**src/rtl/i2c_byte_packer.sv**
```systemverilog
module i2c_byte_packer #(
  parameter int CW = 16
) (
  input  logic          clk,
  input  logic          rst_n,
  input  logic          big_end,
  input  logic          mst_rx,
  input  logic          wr_en,
  input  logic          wr_is_byte,
  input  logic [15:0]   wr_data,
  input  logic [CW-1:0] tx_left,
  input  logic          rd_en,
  output logic [15:0]   rd_data,
  output logic          tx_avail,
  output logic [7:0]    tx_byte,
  input  logic          tx_take,
  input  logic          rx_valid,
  input  logic [7:0]    rx_byte,
  output logic          rx_room,
  output logic [2:0]    tx_cnt,
  output logic [2:0]    rx_cnt,
  output logic          wr_fx,
  output logic          rd_fx,
  output logic          ardy_fx,
  output logic          sbd_fx,
  output logic          xovr_fx,
  output logic          size_err
);
  localparam int NB = 4;
  localparam int BW = 8 * NB;

  logic [BW-1:0] dbuf, dbuf_n;
  logic [2:0]    txc, rxc, need, cons;
  logic [7:0]    b0, b1;

  wire wr_go   = wr_en && !rd_en;
  assign need  = wr_is_byte ? 3'd1 : 3'd2;
  wire room_ok = (rxc == 3'd0) && ((32'(txc) + 32'(need)) <= NB);
  wire len_ok  = !wr_is_byte || (tx_left == (CW'(txc) + CW'(1)));
  wire wr_acc  = wr_go && room_ok && len_ok;
  wire tk      = tx_take && (txc != 3'd0);

  assign rx_room = (32'(rxc) < NB) && (txc == 3'd0) && !wr_go;
  wire rx_acc  = rx_valid && rx_room;

  assign cons = !rd_en ? 3'd0 : (rxc >= 3'd2 ? 3'd2 : rxc);

  assign b0      = (rxc != 3'd0) ? dbuf[7:0]  : 8'h00;
  assign b1      = (rxc >= 3'd2) ? dbuf[15:8] : 8'h00;
  assign rd_data = big_end ? {b0, b1} : {b1, b0};

  assign tx_avail = (txc != 3'd0);
  always_comb begin
    tx_byte = 8'h00;
    for (int i = 0; i < NB; i++)
      if (32'(txc) == i + 1) tx_byte = dbuf[8*i +: 8];
  end

  always_comb begin
    dbuf_n = dbuf;
    if (wr_acc) begin
      if (wr_is_byte)
        dbuf_n = {dbuf[BW-9:0], wr_data[7:0]};
      else if (big_end)
        dbuf_n = {dbuf[BW-17:0], wr_data[15:8], wr_data[7:0]};
      else
        dbuf_n = {dbuf[BW-17:0], wr_data[7:0], wr_data[15:8]};
    end else begin
      dbuf_n = dbuf >> (8 * int'(cons));
      if (rx_acc)
        for (int i = 0; i < NB; i++)
          if (i == int'(rxc) - int'(cons)) dbuf_n[8*i +: 8] = rx_byte;
    end
  end

  always_ff @(posedge clk or negedge rst_n) begin
    if (!rst_n) begin
      dbuf <= '0;
      txc  <= '0;
      rxc  <= '0;
    end else begin
      dbuf <= dbuf_n;
      txc  <= txc - {2'b00, tk} + (wr_acc ? need : 3'd0);
      rxc  <= rxc - cons + {2'b00, rx_acc};
    end
  end

  assign tx_cnt   = txc;
  assign rx_cnt   = rxc;
  assign wr_fx    = wr_acc;
  assign rd_fx    = rd_en;
  assign ardy_fx  = rd_en && mst_rx;
  assign sbd_fx   = rd_en && (rxc == 3'd1);
  assign xovr_fx  = wr_go && !room_ok;
  assign size_err = wr_go && room_ok && !len_ok;
endmodule

```
**config.mk**
```make
export PLATFORM = sky130hd
export DESIGN_NAME = i2c_byte_packer
export DESIGN_NICKNAME = d
export VERILOG_FILES = /design/src/rtl/i2c_byte_packer.sv
export SDC_FILE = /design/constraint.sdc
export NUM_CORES = 1
export LEC_CHECK = 0
export BUFFER_PORTS_ARGS = -buffer_cell sky130_fd_sc_hd__buf_2
export CAP_MARGIN = 20
export CORE_ASPECT_RATIO = 0.5
export CORE_MARGIN = 2
export CORE_UTILIZATION = 50
export DETAILED_ROUTE_END_ITERATION = 10
export PLACE_DENSITY = 0.74
export SLEW_MARGIN = 10
export SYNTH_ARGS = -nofsm -noshare
export SYNTH_HDL_FRONTEND = slang
export SYNTH_SLANG_ARGS = --single-unit
export TNS_END_PERCENT = 20
```
**constraint.sdc**
```tcl
create_clock -name clk -period 4.5 [get_ports clk]
set_input_delay 0.9 -clock clk [delete_from_list [all_inputs] [get_ports clk]]
set_output_delay 0.9 -clock clk [all_outputs]
set_load 0.01 [all_outputs]
```
# Word level (Yosys, flattened, before mapping)
# Index checks and enable logic that the tools add are counted.
# totals
register_bits	38
word_cells	65
# classes
add_sub_neg	7
magnitude_cmp	3
eq_ne	9
shift	1
n_mux	19
n_reduce_logical	23
# op_table
op	n
$mux 32	3
$mux 8	10
$logic_not 32->1	1
$mux 16	2
$shr 32x6->32	1
$eq 16x4->1	1
$logic_and 1x1->1	12
$eq 3x4->1 const A	2
$eq 3x1->1 const B	2
$eq 3x2->1 const B	2
$logic_not 3->1	2
$mux 3	2
$reduce_bool 3->1	2
$logic_not 1->1	5
$add 3x1->4 const B	1
$add 3x2->4	1
$eq 2x4->1 const A	1
$le 4x3->1 const B	1
$mux 2	2
$sub 3x3->4	1
$add 3x1->3	1
$add 3x2->3	1
$eq 3x3->1 const B	1
$ge 3x2->1 const B	1
other kinds (4)	4

# Logic depth before layout (Yosys ltp)
# logic_depth
ltp_word	8
ltp_mapped	17
depth_no_buf	15

# Worst setup path before layout
# Ideal clock, no wire load.
# synth_path
kind	input to register
startpoint	input wr_is_byte
endpoint	register txc[2] (netlist: tx_cnt[2])
setup_ps	123
arrival_time_ps	3812
required_time_ps	4377
path_slack_ps	565
cell_stages	17
cell_sequence	clkbuf_1 inv_1 clkbuf_1 fa_1 nor2_1 o221a_2 nand3_4 clkinv_8 buf_12 nand2_1 ha_1 inv_1 ha_1 inv_1 fa_1 xnor2_1 xnor2_1
# synth_via
elab_chain_len	8
word_cells_on_any_way	10
classes_between	2 x add/sub; 1 x order compare; 2 x mux; 5 x reduce/logical
# synth_lines
item	line_no	rtl
start, declared	9	input logic wr_is_byte,
$mux 2	37	assign need = wr_is_byte ? 3'd1 : 3'd2;
$add 3x2->4	38	wire room_ok = (rxc == 3'd0) && ((32'(txc) + 32'(need)) <= NB);
$le 4x3->1	38	
$logic_and 1x1->1	38	
$logic_and 1x1->1	40	wire wr_acc = wr_go && room_ok && len_ok;
$logic_and 1x1->1 (*)	40	
named net wr_fx	22	output logic wr_fx,
$mux 2 (*)	83	txc <= txc - {2'b00, tk} + (wr_acc ? need : 3'd0);
$add 3x2->3 (*)	83	
end signal, assigned	83	
end, declared	33	logic [2:0] txc, rxc, need, cons;
# The timed path passes the listed nets; every way through them passes the cells marked *.

# Worst setup path after layout
# layout_path
startpoint	input wr_is_byte
endpoint	output wr_fx
# layout_via
elab_chain_len	6
word_cells_on_any_way	8
classes_between	1 x add/sub; 1 x order compare; 1 x mux; 5 x reduce/logical
# layout_lines
item	line_no
$mux 2	37
$add 3x2->4	38
$le 4x3->1	38
$logic_and 1x1->1	38
$logic_and 1x1->1	40
$logic_and 1x1->1 (*)	40
end, declared	22
# Mark *: on every way between the ends. The rest lies on a longest branch, timed or not.

==> results.toml <==
[timing]
slew_violations = 0
clock_skew_ns = 0.006693
fmax_mhz = 251.5
rsz0062_at_grt = "false"
relSlewSlack = 0.3587
tightestPinTransition_ns = 0.9594
setup_violations = 0
finalHoldViolations = 0
finalCriticalPeriod_ns = 3.977
final.period_utilization = 0.8837
setup_tns_ns = 0

[floorplan]
core_um2 = 7515
start_util = 0.5310
io_pins = 87
design.die.area_um2 = 8754
num_rows = 22
die_width_um = 130.3
die_h_um = 67.17

[status]
status = "complete, no violations"

[detailed_routing]
first_pass_iters = 5
drt-vias-per-instance = 5.905
drc_errors = 0
detail-route-antenna-nets = 0
num_vias = 3614
drt-total-wl_mm = 10.99
drtIter0Drc = 329
wl_per_cell_um = 17.96

[placement]
dp_hpwl_mm = 8.029
dpl.cell_count = 603
portBuffers = 86
gp_congestion = 0.8625

[clocking]
cts_tree = "built"
clk_pin_slew_worst_paths_ns = 0.06
cts_resized = 0
cts-root-buf = "clkbuf_16"
cts.sinks = 38
cts.path.max_buffers = 2
holdBufCountCts = 0
worst_skew_pair.late_latency_ns = 0.29
cts_inserted_buffers = 5
htreeDepth = 2
cts_setup_buffers = 0

[setup_path]
crit_path_start = "wr_is_byte"
critical_path_class = "primary input to primary output"
rr_worst_depth = 15
endpoint = "wr_fx"
startpoint_type = "primary input"
r2r_slack_ns = 0.72
r2r-start = "tx_cnt[1]"
required_ns = 3.60
arrival_ns = 3.08
end_kind = "primary output"
timing.rr.end = "tx_cnt[2]"
critPathMaxFanout = 18

[power_and_ir_drop]
cellPowerDensity_nw_per_um2 = 562.5
p_leak_uw = 0.002320
vdd_drop_max_mv = 0.3209

[global_routing]
antenna_found_initial = 0
grt_max_degree = 39
grt_first_pass_wirelength_mm = 17.51
grt_pass1_vias = 3285
grt.overflow.total = 0
grtUsageTotal = 0.2637

[synthesis]
ys_seq_elements = 38
syn_inst = 435
synth_flop_cell = "dfrtp_1"
avgSynthCellArea_um2 = 9.173
seq_area_frac_synth = 0.2383
async_reset_ff_frac = 1.000
syn_area_um2 = 3990
yosysWarningCount = 0
ys_types = 47
synth_area_leader_cell = "mux2i_1"
synthTopCellsByArea = "mux2i_1 28%, dfrtp_1 24%, a21oi_1 7.1%"
yosysTopAreaCellShare = 0.2810
synth-edff-count = 0

[layout]
final_cells = 612
layout_commonest_cell = "mux2i_1"
diodes = 0
syn_to_final_growth_pct = 16.78
fillers = 667
layout_common_cells = "112 x mux2i_1, 86 x buf_2, 57 x a21oi_1"
drive_gt1_frac = 0.2262
fin_nets = 571

[flow_run]
drv_cap = 0

[hold_path]
hp-class = "flop to flop"
cell type report:
type | instances | area, µm² | area share
multi-input cells | 352 | 2839 | 0.6093
flip-flops and latches | 38 | 950.9 | 0.2041
repair buffers | 90 | 467.9 | 0.1004
well taps | 108 | 135.1 | 0.02900
clock buffers | 5 | 125.1 | 0.02685
inverters | 16 | 72.57 | 0.01557
clock inverters | 3 | 68.82 | 0.01477
worst min path at each step:
| stage | endpoint | slack [ns] | cells past startpoint | from |
|---|---|---|---|---|
| after detailed placement | tx_cnt[2] | 0.59 | 2 | tx_cnt[2] |
| after global routing | tx_cnt[2] | 0.62 | 2 | tx_cnt[2] |
| after global placement | tx_cnt[2] | 0.59 | 2 | tx_cnt[2] |
| final | tx_cnt[2] | 0.59 | 2 | tx_cnt[2] |
| after CTS | tx_cnt[2] | 0.59 | 2 | tx_cnt[2] |
| after floorplan | dbuf[0] | 0.60 | 0 | rst_n |
cells in the mapped netlist (2+ instances only):
library cell,instances
a22oi_1,8
o21ai_0,8
nor4bb_1,2
ha_1,15
buf_4,2
clkbuf_1,21
nand2b_1,2
and2_1,13
fa_1,4
a21oi_1,57
nor2b_1,8
nor3_1,2
nand4b_1,8
buf_2,2
o311ai_4,4
a22o_1,16
mux2i_1,112
nor2_1,38
xnor2_1,6
inv_1,15
dfrtp_1,38
nand2_1,20
or4_1,2
buf_1,2
nand3b_1,8
kinds of logic (layout without fill, tap and decap cells):
family | after synthesis | after routing | share of synthesized area
flops | 38 | 38 | 0.2383
buf+inv | 46 | 114 | 0.05582
mux | 112 | 112 | 0.2810
xor+xnor | 7 | 7 | 0.01537
fa+ha+maj | 19 | 19 | 0.06711
compound gates | 101 | 101 | 0.1803
other cells | 1 | 2 | 0.0009398
simple gates | 111 | 111 | 0.1612
stage by stage:
stage	power, µW	utilization	instance area [µm²]	setup slack, ns	hold slack, ns
after global placement	2088	0.5922	4451	0.3476	0.5876
after global routing	2812	0.6200	4659	0.2831	0.6246
after floorplan	1655	-	3994	0.5655	0.6044
after CTS	2603	0.6180	4644	0.5242	0.5946
after detailed placement	2126	0.5922	4451	0.2361	0.5855
final	2621	0.6200	4659	0.5232	0.5948
layer usage:
metal  track usage  share of wire
met3       0.05468          0.091
met1        0.3923           0.48
met5             0              0
met4       0.05186         0.0071
met2        0.3986           0.42
worst max-delay path: stages:
cell      delay (ns)
buf_2           0.27
inv_1           0.27
fa_1            0.49
xnor2_1         0.15
o221a_2         0.26
nand3_4         0.26
clkinv_8        0.27
buf_2           0.17
state kept, by name (all words and copies together) (netlist names):
register  count
tx_cnt        3
rx_cnt        3
dbuf         32
power breakdown:
part,internal (µW),switching [µW],leakage [µW]
Sequential,455,246,0.000489
Combinational,617,830,0.00174
Clock,319,154,0.0000940
(Power assumes the default switching activity.)
